## src/rtl/bx_pkg.sv

```systemverilog
package bx_pkg;
  localparam int unsigned NARROW_W = 18;
  localparam int unsigned WIDE_W   = 2 * NARROW_W;
  typedef enum logic {DIR_TO_NARROW = 1'b0, DIR_TO_WIDE = 1'b1} dir_e;
endpackage

```

## src/rtl/bx_gather.sv

```systemverilog
module bx_gather #(
  parameter int unsigned NW = bx_pkg::NARROW_W,
  localparam int unsigned WW = 2 * NW
) (
  input  logic          clk_i,
  input  logic          rst_ni,
  input  logic          sel_i,
  input  logic [NW-1:0] a_i,
  output logic [WW-1:0] b_o
);
  logic [NW-1:0] stage_q;
  logic [NW-1:0] lo_q, hi_q;

  always_ff @(posedge clk_i or negedge rst_ni) begin
    if (!rst_ni) begin
      stage_q <= '0;
      lo_q    <= '0;
      hi_q    <= '0;
    end else if (!sel_i) begin
      stage_q <= a_i;
    end else begin
      lo_q <= stage_q;
      hi_q <= a_i;
    end
  end

  assign b_o = {hi_q, lo_q};

  assert_hold_R2: assert property (@(posedge clk_i) disable iff (!rst_ni)
    !sel_i |=> $stable(b_o));
  assert_pair_R3: assert property (@(posedge clk_i) disable iff (!rst_ni)
    sel_i |=> b_o[WW-1:NW] == $past(a_i));
endmodule

```

## src/rtl/bx_split.sv

```systemverilog
module bx_split #(
  parameter int unsigned NW = bx_pkg::NARROW_W,
  localparam int unsigned WW = 2 * NW
) (
  input  logic          clk_i,
  input  logic          rst_ni,
  input  logic          sel_i,
  input  logic [WW-1:0] b_i,
  output logic [NW-1:0] a_o
);
  logic [WW-1:0] hold_q;
  logic [NW-1:0] out_q;

  always_ff @(posedge clk_i or negedge rst_ni) begin
    if (!rst_ni) begin
      hold_q <= '0;
      out_q  <= '0;
    end else if (!sel_i) begin
      hold_q <= b_i;
      out_q  <= hold_q[WW-1:NW];
    end else begin
      out_q  <= hold_q[NW-1:0];
    end
  end

  assign a_o = out_q;

  assert_hi_half_R5: assert property (@(posedge clk_i) disable iff (!rst_ni)
    !sel_i |=> a_o == $past(hold_q[WW-1:NW]));
  assert_hold_R6: assert property (@(posedge clk_i) disable iff (!rst_ni)
    sel_i |=> $stable(hold_q));
endmodule

```

## src/rtl/bx_dir_ctl.sv

```systemverilog
module bx_dir_ctl (
  input  logic clk_i,
  input  logic rst_ni,
  input  logic dir_i,
  input  logic oe_ni,
  output logic a_oe_o,
  output logic b_oe_o
);
  import bx_pkg::*;
  dir_e dir_q;

  always_ff @(posedge clk_i or negedge rst_ni) begin
    if (!rst_ni) dir_q <= DIR_TO_NARROW;
    else         dir_q <= dir_e'(dir_i);
  end

  assign a_oe_o = !oe_ni && (dir_q == DIR_TO_NARROW);
  assign b_oe_o = !oe_ni && (dir_q == DIR_TO_WIDE);

  always_comb begin
    if (oe_ni) assert_off_R7: assert (!a_oe_o && !b_oe_o);
  end

  assert_excl_R9: assert property (@(posedge clk_i) disable iff (!rst_ni)
    !oe_ni |-> $onehot({a_oe_o, b_oe_o}));
  assert_turn_wide_R8: assert property (@(posedge clk_i) disable iff (!rst_ni)
    dir_i |=> (oe_ni || b_oe_o));
  assert_turn_narrow_R8: assert property (@(posedge clk_i) disable iff (!rst_ni)
    !dir_i |=> (oe_ni || a_oe_o));
endmodule

```

## src/rtl/bus_exchanger.sv

```systemverilog
module bus_exchanger #(
  parameter int unsigned NW = bx_pkg::NARROW_W,
  localparam int unsigned WW = 2 * NW
) (
  input  logic          clk_i,
  input  logic          rst_ni,
  input  logic          sel_i,
  input  logic          dir_i,
  input  logic          oe_ni,
  input  logic [NW-1:0] a_i,
  input  logic [WW-1:0] b_i,
  output logic [NW-1:0] a_o,
  output logic          a_oe_o,
  output logic [WW-1:0] b_o,
  output logic          b_oe_o
);
  bx_gather #(.NW(NW)) i_gather (
    .clk_i(clk_i), .rst_ni(rst_ni), .sel_i(sel_i), .a_i(a_i), .b_o(b_o)
  );

  bx_split #(.NW(NW)) i_split (
    .clk_i(clk_i), .rst_ni(rst_ni), .sel_i(sel_i), .b_i(b_i), .a_o(a_o)
  );

  bx_dir_ctl i_dir_ctl (
    .clk_i(clk_i), .rst_ni(rst_ni), .dir_i(dir_i), .oe_ni(oe_ni),
    .a_oe_o(a_oe_o), .b_oe_o(b_oe_o)
  );
endmodule

```

## config.mk

```make
export PLATFORM = sky130hd
export DESIGN_NAME = bus_exchanger
export DESIGN_NICKNAME = d
export VERILOG_FILES = /design/src/rtl/bx_pkg.sv /design/src/rtl/bx_gather.sv /design/src/rtl/bx_split.sv /design/src/rtl/bx_dir_ctl.sv /design/src/rtl/bus_exchanger.sv
export SDC_FILE = /design/constraint.sdc
export NUM_CORES = 1
export LEC_CHECK = 0
export ABC_AREA = 1
export BUFFER_PORTS_ARGS = -buffer_cell sky130_fd_sc_hd__buf_2
export CAP_MARGIN = 30
export CORE_MARGIN = 2
export CORE_UTILIZATION = 55
export DETAILED_ROUTE_END_ITERATION = 16
export PLACE_DENSITY = 0.84
export SLEW_MARGIN = 0
export SYNTH_ARGS = -nofsm -noshare
export SYNTH_HDL_FRONTEND = slang
export SYNTH_SLANG_ARGS = --single-unit
```

## constraint.sdc

```tcl
create_clock -name clk_i -period 1 [get_ports clk_i]
set_input_delay 0.15 -clock clk_i [delete_from_list [all_inputs] [get_ports clk_i]]
set_output_delay 0.15 -clock clk_i [all_outputs]
set_load 0.01 [all_outputs]
```

## Word-level counts from Yosys, hierarchy flattened

Index checks and enable logic that the tools add are counted.

| storage, ports and cells | value |
|---|---|
| word-level logic and storage cells | 11 |
| register bits | 109 |
| input port bits | 59 |

| cells by class | value |
|---|---|
| multiplexer cells | 1 |
| bitwise logic cells | 1 |
| reduce and logical (&&, ||, !) cells | 3 |

Operators with widths:

| cell | count |
|---|---|
| $mux W18 | 1 |
| $logic_and A1 B1 Y1 | 2 |
| $logic_not A1 Y1 | 1 |
| $not A1 Y1 | 1 |

## Depth between registers and ports, before layout

Gate-level depths: netlist (run 1).

| logic depth | value |
|---|---|
| depth in word-level cells | 2 |
| mapped depth | 6 |

## Cells and area by module

A second synthesis (run 1) with hierarchy kept.

| unflattened totals | value |
|---|---|
| cells, all modules | 420 |
| area, all modules | 4092.7 um^2 |

By module, submodules not included:

| module | cells an instance | sequential area each (um^2) | area each (um^2) | instances |
|---|---|---|---|---|
| bx_gather | 208 | 1351.3 | 2059.5 | 1 |
| bx_split | 208 | 1351.3 | 1994.4 | 1 |
| bx_dir_ctl | 4 | 25.0 | 38.8 | 1 |

## Worst setup path before layout (run 1)

Ideal clock, no wire load.

| timing path | value |
|---|---|
| path type | input port to flip-flop |
| from | input sel_i |
| to | register i_gather.hi_q[11] |
| arrival | 0.666 ns |
| library setup time | 0.117 ns |
| required time | 0.883 ns |
| slack | 0.217 ns |
| stages on the path | 6 |
| path buffers | 3 |
| path through | buf_4 inv_4 buf_6 buf_6 nand2_1 nand2_1 |

RTL lines:

| what | line | text |
|---|---|---|
| from (decl) | bus_exchanger.sv:7 | `input logic sel_i,` |
| to (signal assigned) | bx_gather.sv:23 | `hi_q <= a_i;` |
| to (decl) | bx_gather.sv:12 | `logic [NW-1:0] lo_q, hi_q;` |

## Worst setup path in the final report (run 1)

| timing path | value |
|---|---|
| from | register i_dir_ctl.dir_q |
| to | output b_oe_o |

| on the way | value |
|---|---|
| cells in the longest elaborated chain, start to end | 1 |

RTL lines:

| what | line | text |
|---|---|---|
| from (decl) | bx_dir_ctl.sv:10 | `dir_e dir_q;` |
| from (signal assigned) | bx_dir_ctl.sv:14 | `else dir_q <= dir_e'(dir_i);` |
| $logic_and A1 B1 Y1 | bx_dir_ctl.sv:18 | `assign b_oe_o = !oe_ni && (dir_q == DIR_TO_WIDE);` |
| to (decl) | bus_exchanger.sv:15 | `output logic b_oe_o` |

Every way passes these cells.

==> qor.yml, run 1 <==
numClockSinks: 109
slew_violations: 0
die_area_sq_mm: 0.00786
place_area_sq_mm: 0.00464
power_uw: 8920
period_share_pct: 110
fin_nets: 660
max_stage_delay_ps: 360
syn_inst: 420
postSynthAreaPerCell_sq_um: 9.39
relSlewSlack_pct: 77.0
grt_max_degree: 66
synth_nets: 479
syn2layout_area_growth_pct: 40.4
cp_cell_sequence: "inv_1, nor2_1, buf_2"
synth_seq_cells: 109
vias: 3351
grt_first_pass_wirelength_microns: 14300
rows: 30
worstSetupStartpointType: "flip-flop"
violations: "setup timing"
cp_max_fo: 2
antennaDiodeCount: 0
finalCriticalPeriod_ps: 1100
drive_above_1_share_pct: 27.1
max_cap_viol_count: 0
r2r_slack_ps: 130
groute.usage.overall_pct: 24.1
detail_route.first_pass.iterations: 4
die_h_microns: 88.7
synth_seq_area_share_pct: 69.2
fin_ws_ps: -98.9
cts_inserted_buffers: 9
root_buffer: "clkbuf_8"
hp-class: "in2reg"
dp_cells: 617
end_kind: "output pin"
ant_nets: 0
grt_setup_unrepaired: "yes"
yosys_warnings: 0
status: "finished with violations"
port_buffers: 114
die_w_microns: 88.7
worstPathArrival_ps: 950
clkTransAtPathRegs_ps: 90
final_area_sq_mm: 0.00554
worstMarginPinSlew_ps: 346
ys_types: 8
wire_per_inst_microns: 13.4
synth_area_sq_mm: 0.00394
fmax_mhz: 910
fp.coreArea_sq_mm: 0.00687
setup_violations: 55
cts_tree: "done"
remaining_drc_errors: 0
required_ps: 850
grt_pass1_vias: 3138
max-vdd-ir-drop_uv: 1370
drt-initial-drc-count: 190
antenna_found_initial: 0
postLayoutCoreUtil_pct: 80.6
p_leak_uw: 0.00318
cts_buffer_depth: 2
ios: 115
hold_viol_final: 0
gp_congestion: 0.755
dp_hpwl_microns: 5220
clock_skew_ps: 11.6
slowest_stage: "dfrtp_1"
fin_setup_tns_ps: -1660
fin_cells: 702
vias_per_cell: 4.77
drt_wl_total_microns: 9380
start_util_pct: 57.4
power_per_cell_area_mw_per_mm2: 1610
gr-total-overflow: 0
critical_path_class: "reg2out"
cts_max_level: 3
clkLatencyLatePin_ps: 360
[registers in the layout, indices dropped and copies added, names as in the netlist]
signal            count
i_gather.hi_q        18
i_dir_ctl.dir_q       1
i_split.a_o          18
i_gather.stage_q     18
i_gather.lo_q        18
i_split.hold_q       36
[cells in the mapped netlist (all sizes together)]
cell type  number  area (sq um)
buf            19           116
dfrtp         109          2730
nand2         288          1080
nor2            2          7.51
inv             2          10.0
[routing by layer]
| layer | vias up | track usage, % | part of all wire, % |
|---|---|---|---|
| li1 | 1620 | - | - |
| met3 | 23 | 4.01 | 4.8 |
| met1 | 1595 | 30.3 | 38 |
| met5 | - | 0 | 0 |
| met4 | 0 | 12.4 | 3.1 |
| met2 | 113 | 40.2 | 54 |
[kinds of logic after synthesis]
logic type / share of synthesized area (%)
DFF: 69.2
and+or+nand+nor: 27.6
buffers and inverters: 3.21
[where the power goes]
part           leakage (uW)  internal [uW]  switching (uW)
combinational       0.00176            758             767
sequential          0.00134           4820             187
clock             0.0000897            982            1410
[critical path: cells and delay by family (launching register included)]
kind	cells	cell delay (ps)
flops	1	360
simple gates	1	70
buf+inv	2	170
[path summary, 6_finish.rpt]
kind / to / startpoint / depth (start not counted)
max: b_oe_o / i_dir_ctl.dir_q / 3
min: i_split.hold_q[31] / b_i[31] / 3
max reg2reg: i_gather.hi_q[14] / i_gather.hi_q[14] / 4
min reg2reg: i_split.a_o[1] / i_split.hold_q[19] / 2
max in group asynchronous: i_gather.lo_q[4] / rst_ni / 3
min in group asynchronous: i_split.a_o[10] / rst_ni / 3
[repair_timing]
| action | in CTS | in global routing |
|---|---|---|
| setup endpoints to repair | 56 | 56 |
| resized for setup | 6 | 10 |
| pin swaps | 1 | 0 |
| gates cloned | 0 | 0 |
| buffers inserted | 13 | 15 |
| endpoints found under the hold margin | 149 | 1 |
| hold buffers | 40 | 1 |
[cell type report]
class | instances | area, sq um
Tap cell | 96 | 120
Clock buffer | 11 | 141
Clock inverter | 5 | 35.0
Sequential cell | 109 | 2730
Timing Repair Buffer | 189 | 1410
Fill cell | 440 | 1330
Multi-Input combinational cell | 290 | 1090
Inverter | 2 | 10.0
[placed cells by master, fill, tap and decap left out, drive strengths merged]
master | netlist | routed
nand2 | 288 | 288
buf | 19 | 148
dfrtp | 109 | 109
dlygate4sd3 | 0 | 41
clkbuf | 0 | 11
clkinv | 0 | 3
inv | 2 | 3
nor2 | 2 | 2
clkinvlp | 0 | 1
[metrics by stage]
stage / hold slack [ps] / setup slack, ps
floorplan: -146 / 217
global placement: 150 / 143
detailed placement: 152 / 109
CTS: 0.0797 / -129
global route: -0.598 / -195
finish: 9.05 / -98.9
(Power assumes the default switching activity.)
==> run 2: changes to the inputs <==
==> constraint.sdc (replaced) <==
create_clock -name clk_i -period 1 [get_ports clk_i]
set_input_delay 0.05 -clock clk_i [delete_from_list [all_inputs] [get_ports clk_i]]
set_output_delay 0.05 -clock clk_i [all_outputs]
set_load 0.01 [all_outputs]
==> qor.yml, run 2 (synthesis results as in run 1) <==
clkTransAtPathRegs_ps: 100  # was 90 ps
cp_max_fo: 2  # unchanged
clock_skew_ps: 12.2  # was 11.6 ps
ios: 115  # unchanged
die_w_microns: 88.7  # unchanged
antennaDiodeCount: 0  # unchanged
largest_reg_flops: 36  # unchanged
power_per_cell_area_mw_per_mm2: 1640  # was 1610 mW/mm^2
fillers: 431  # was 440
fin_cells: 691  # was 702
numClockSinks: 109  # unchanged
detail_route.first_pass.iterations: 4  # unchanged
worstMarginPinSlew_ps: 293  # was 346 ps
max-vdd-ir-drop_uv: 912  # was 1370 uV
relSlewSlack_pct: 80.5  # was 77.0%
required_ps: 950  # was 850 ps
finalCriticalPeriod_ps: 1020  # was 1100 ps
ant_nets: 0  # unchanged
end_kind: "output pin"  # unchanged
largest_register: "i_split.hold_q"  # unchanged
syn2layout_area_growth_pct: 37.2  # was 40.4%
status: "finished with violations"  # unchanged
period_share_pct: 102  # was 110%
port_buffers: 114  # unchanged
die_h_microns: 88.7  # unchanged
grt_max_degree: 44  # was 66
fp.coreArea_sq_mm: 0.00687  # unchanged
hp-class: "in2reg"  # unchanged
slowest_stage: "dfrtp_1"  # unchanged
drt-initial-drc-count: 290  # was 190
vias_per_cell: 4.76  # was 4.77
drt_wl_total_microns: 9370  # was 9380 microns
max_cap_viol_count: 0  # unchanged
cts_tree: "done"  # unchanged
cp_cell_sequence: "inv_1, nor2_1, buf_2"  # unchanged
vias: 3292  # was 3,351
slew_violations: 0  # unchanged
critical_path_class: "reg2out"  # unchanged
grt_setup_unrepaired: "yes"  # unchanged
fmax_mhz: 980  # was 910 MHz
grt_first_pass_wirelength_microns: 15100  # was 14,300 microns
dp_hpwl_microns: 5430  # was 5220 microns
most-common-layout-cells: "288 x nand2_1, 113 x buf_2, 109 x dfrtp_1, 56 x dlygate4sd3_1, 12 x clkbuf_8"  # was 288 x nand2_1, 109 x dfrtp_1, 97 x buf_2, 41 x dlygate4sd3_1, 29 x buf_4
cts_inserted_buffers: 9  # unchanged
drive_above_1_share_pct: 23.4  # was 27.1%
remaining_drc_errors: 0  # unchanged
postLayoutCoreUtil_pct: 78.8  # was 80.6%
cts_max_level: 3  # unchanged
fin_nets: 649  # was 660
r2r_slack_ps: 310  # was 130 ps
final_common_cell: "nand2_1"  # unchanged
root_buffer: "clkbuf_8"  # unchanged
violations: "setup timing"  # unchanged
die_area_sq_mm: 0.00786  # unchanged
gp_congestion: 0.750  # was 0.755
hold_viol_final: 0  # unchanged
setup_violations: 2  # was 55
rows: 30  # unchanged
antenna_found_initial: 0  # unchanged
detailedPlace.worstSlack_ps: 186  # was 109 ps
dp_cells: 619  # was 617
worstPathArrival_ps: 970  # was 950 ps
max_stage_delay_ps: 390  # was 360 ps
clkLatencyLatePin_ps: 360  # about the same
p_leak_uw: 0.00310  # was 0.00318 uW
wire_per_inst_microns: 13.6  # was 13.4 microns
fin_setup_tns_ps: -38.7  # was -1660 ps
fin_ws_ps: -20.9  # was -98.9 ps
groute.usage.overall_pct: 25.6  # was 24.1%
cts_buffer_depth: 2  # unchanged
grt_pass1_vias: 3275  # was 3,138
hold_slack_ps: 71.1  # was 9.05 ps
start_util_pct: 57.4  # unchanged
gr-total-overflow: 0  # unchanged
worstSetupStartpointType: "flip-flop"  # unchanged
run 2: changes by cell type in the layout (fill, tap and decap cells not counted), sizes merged:
cell	before	now
buf	148	122
dlygate4sd3	41	56
clkbuf	11	12
clkinv	3	2
run 2: per-stage QoR:
stage	instance area, sq um	power, uW
global route	5410	9320
global placement	4650	6160
finish	5410	8880
CTS	5410	8890
floorplan	3940	5610
detailed placement	4650	6220
run 2: worst paths after layout:
kind	from	to	depth (start not counted)
max	i_dir_ctl.dir_q	b_oe_o	3
min	sel_i	i_split.a_o[16]	4
max reg2reg	i_gather.hi_q[10]	i_gather.hi_q[10]	2
min reg2reg	i_split.hold_q[11]	i_split.a_o[11]	2
max in group asynchronous	rst_ni	i_gather.stage_q[13]	3
min in group asynchronous	rst_ni	i_split.hold_q[32]	2
run 2: area by class of cell:
cell class,instances,area (sq um),area share (%)
Sequential cell,109,2730,50.4
Tap cell,96,120,2.22
Timing Repair Buffer,178,1270,23.5
Multi-Input combinational cell,290,1090,20.1
Clock buffer,12,165,3.05
Inverter,2,10.0,0.185
Clock inverter,4,30.0,0.555
run 2: critical path: cells and delay by family (launching register included):
kind | cells | cell delay (ps)
and+or+nand+nor | 1 | 30
buffers and inverters | 2 | 190
DFF | 1 | 390
run 2: routing by layer:
layer / wire [microns] / share of wire, % / track usage, %
met1: 3680 / 39 / 31.1
met2: 5100 / 54 / 45.5
met3: 374 / 4.0 / 3.73
met4: 214 / 2.3 / 11.2
met5: 0 / 0 / 0
run 2: power breakdown:
part	switching, uW	internal (uW)	total [uW]	leakage (uW)
combinational	733	595	1330	0.00166
clock	1440	1120	2560	0.0000990
sequential	175	4820	4990	0.00134
run 2: what timing repair did:
item,in CTS,in global routing
endpoints found under the hold margin,182,0
setup endpoints to repair,2,4
pin swaps,1,0
hold buffers,56,0
buffers inserted,0,0
resized for setup,0,0
==> run 3: changes to the inputs <==
Settings changed: ABC_AREA 1 to 0.
==> qor.yml, run 3 <==
status: "finished with violations"  # unchanged
violations: "setup timing"  # unchanged
final_area_sq_mm: 0.00566  # was 0.00541 sq mm
vias: 2528  # was 3,292
max_stage_delay_ps: 400  # was 390 ps
numClockSinks: 109  # unchanged
fillers: 440  # was 431
synthTopCellsByArea: "dfrtp_1 66%, mux2_2 24%, mux2_4 7.3%, buf_6 1.1%, buf_2 0.97%"  # was dfrtp_1 69%, nand2_1 27%, buf_2 1.9%, buf_6 0.86%, buf_4 0.19%
clock_skew_ps: 9.90  # was 12.2 ps
final_common_cell: "buf_2"  # was nand2_1
async_reset_ff_share_pct: 100  # unchanged
cts_max_level: 3  # unchanged
slowest_stage: "dfrtp_1"  # unchanged
period_share_pct: 109  # was 102%
fin_nets: 471  # was 649
antennaDiodeCount: 0  # unchanged
fin_ws_ps: -85.6  # was -20.9 ps
max_cap_viol_count: 0  # unchanged
most-common-layout-cells: "110 x buf_2, 109 x dfrtp_1, 88 x mux2_2, 56 x dlygate4sd3_1, 20 x mux2_4"  # was 288 x nand2_1, 113 x buf_2, 109 x dfrtp_1, 56 x dlygate4sd3_1, 12 x clkbuf_8
detailedPlace.worstSlack_ps: 56.0  # was 186 ps
vias_per_cell: 4.90  # was 4.76
cts_inserted_buffers: 9  # unchanged
max-vdd-ir-drop_uv: 873  # was 912 uV
gr-total-overflow: 0  # unchanged
r2r_slack_ps: 60  # was 310 ps
synth_seq_cells: 109  # unchanged
die_w_microns: 90.5  # was 88.7 microns
critical_path_class: "reg2out"  # unchanged
place_area_sq_mm: 0.00485  # was 0.00465 sq mm
yosysMostFrequentCell: "dfrtp_1"  # was nand2_1
cp_max_fo: 2  # unchanged
die_h_microns: 90.5  # was 88.7 microns
power_uw: 9410  # was 8880 uW
start_util_pct: 56.7  # was 57.4%
syn_inst: 231  # was 420
worstMarginPinSlew_ps: 369  # was 293 ps
hold_viol_final: 0  # unchanged
postSynthAreaPerCell_sq_um: 17.8  # was 9.39 sq um
rows: 31  # was 30
detail_route.first_pass.iterations: 4  # unchanged
largest_reg_flops: 36  # unchanged
remaining_drc_errors: 0  # unchanged
yosys_warnings: 0  # unchanged
dp_hpwl_microns: 4950  # was 5430 microns
ys_types: 7  # was 8
grt_setup_unrepaired: "yes"  # unchanged
cts_tree: "done"  # unchanged
clkLatencyLatePin_ps: 360  # about the same
clkTransAtPathRegs_ps: 110  # was 100 ps
worstPathArrival_ps: 1040  # was 970 ps
wire_per_inst_microns: 16.0  # was 13.6 microns
drt_wl_total_microns: 8250  # was 9370 microns
grt_first_pass_wirelength_microns: 13200  # was 15,100 microns
slew_violations: 0  # unchanged
reg2reg_depth: 2  # unchanged
port_buffers: 114  # unchanged
synth_common_cells: "109 x dfrtp_1, 88 x mux2_2, 20 x mux2_4"  # was 288 x nand2_1, 109 x dfrtp_1, 15 x buf_2
ant_nets: 0  # unchanged
hp-class: "in2async"  # was in2reg
relSlewSlack_pct: 75.4  # was 80.5%
synth_ff_type: "dfrtp_1"  # unchanged
ios: 115  # unchanged
fp.coreArea_sq_mm: 0.00725  # was 0.00687 sq mm
grt_max_degree: 70  # was 44
end_kind: "output pin"  # unchanged
root_buffer: "clkbuf_8"  # unchanged
synth_nets: 290  # was 479
power_per_cell_area_mw_per_mm2: 1660  # was 1640 mW/mm^2
drive_above_1_share_pct: 60.2  # was 23.4%
p_leak_uw: 0.00267  # was 0.00310 uW
postLayoutCoreUtil_pct: 78.0  # was 78.8%
required_ps: 950  # about the same
setup_violations: 2  # unchanged
synth_top_area_cell: "dfrtp_1"  # unchanged
synth-edff-count: 0  # unchanged
worstSetupStartpointType: "flip-flop"  # unchanged
drt-initial-drc-count: 71  # was 290
hold_slack_ps: 186  # was 71.1 ps
r2r_start: "i_gather.hi_q[8]"  # was i_gather.hi_q[10]
largest_register: "i_split.hold_q"  # unchanged
fmax_mhz: 921  # was 980 MHz
synth_area_sq_mm: 0.00411  # was 0.00394 sq mm
syn2layout_area_growth_pct: 37.6  # was 37.2%
antenna_found_initial: 0  # unchanged
cp_cell_sequence: "nor2_1, buf_2"  # was inv_1, nor2_1, buf_2
synthDominantCellAreaShare_pct: 66.3  # was 69.2%
synth_seq_area_share_pct: 66.3  # was 69.2%
grt_pass1_vias: 2719  # was 3,275
groute.usage.overall_pct: 21.1  # was 25.6%
cts_buffer_depth: 2  # unchanged
die_area_sq_mm: 0.00819  # was 0.00786 sq mm
r2r-end: "i_gather.hi_q[8]"  # was i_gather.hi_q[10]
gp_congestion: 0.726  # was 0.750
finalCriticalPeriod_ps: 1090  # was 1020 ps
[run 3: cell count changes in the layout (fill, tap and decap cells not counted), moves of 2 or more]
cell      change
buf_6         +2
nand2_1     -288
buf_4         +6
clkbuf_8      -3
mux2_2       +88
mux2_4       +20
buf_2         -3
[run 3: through the flow]
stage | std cells | setup TNS, ps
2_1_floorplan | 231 | 0
3_3_place_gp | 440 | 0
3_5_place_dp | 440 | 0
4_1_cts | 512 | -68.2
5_1_grt | 516 | -266
6_report | 516 | -130
[run 3: area by class of cell]
cell class                      instances  area [sq um]  area share (%)
Multi-Input combinational cell        110          1310            23.1
Clock buffer                            9           124            2.19
Sequential cell                       109          2730            48.2
Timing Repair Buffer                  182          1300            23.0
Clock inverter                          7          73.8            1.30
Tap cell                               99           124            2.19
[run 3: power breakdown]
part	total [uW]	internal, uW	switching, uW
sequential	5130	4900	230
combinational	1620	965	657
clock	2670	1170	1490
[run 3: how the worst max path moves through the flow]
stage | startpoint | endpoint | slack (ps) | cells past startpoint
final | i_dir_ctl.dir_q | a_oe_o | -90 | 2
after global routing | i_dir_ctl.dir_q | a_oe_o | -100 | 2
after CTS | i_dir_ctl.dir_q | b_oe_o | -50 | 2
after detailed placement | sel_i | i_split.hold_q[5] | 60 | 3
after global placement | sel_i | i_split.hold_q[28] | 90 | 3
after floorplan | sel_i | i_gather.hi_q[11] | 140 | 4
[run 3: cell families (layout without fill, tap and decap cells)]
logic type,count (synthesis),count (layout),synth area share [%]
DFF,109,109,66.3
muxes,108,108,31.4
and+or+nand+nor,2,2,0.243
buffers and inverters,12,198,2.07
[run 3: what timing repair did]
item | in CTS | in global routing
endpoints found under the hold margin | 182 | 0
resized for setup | 0 | 4
hold buffers | 56 | 0
pin swaps | 0 | 1
endpoints found under the setup margin | 2 | 12
buffers inserted | 0 | 4
[run 3: critical path, delay by kind of cell, from the launching register on]
kind / cells / cell delay (ps)
flip-flops: 1 / 400
buffers and inverters: 1 / 160
AND/OR/NAND/NOR: 1 / 130
[run 3: per-layer routing]
layer | part of all wire (%) | vias to the layer above | wire length (microns) | global-route usage, %
met3 | 4.3 | 16 | 353 | 4.67
met2 | 53 | 75 | 4380 | 37.3
met1 | 40 | 1266 | 3330 | 24.6
li1 | - | 1171 | - | -
met4 | 2.3 | 0 | 188 | 9.62
met5 | 0 | - | 0 | 0
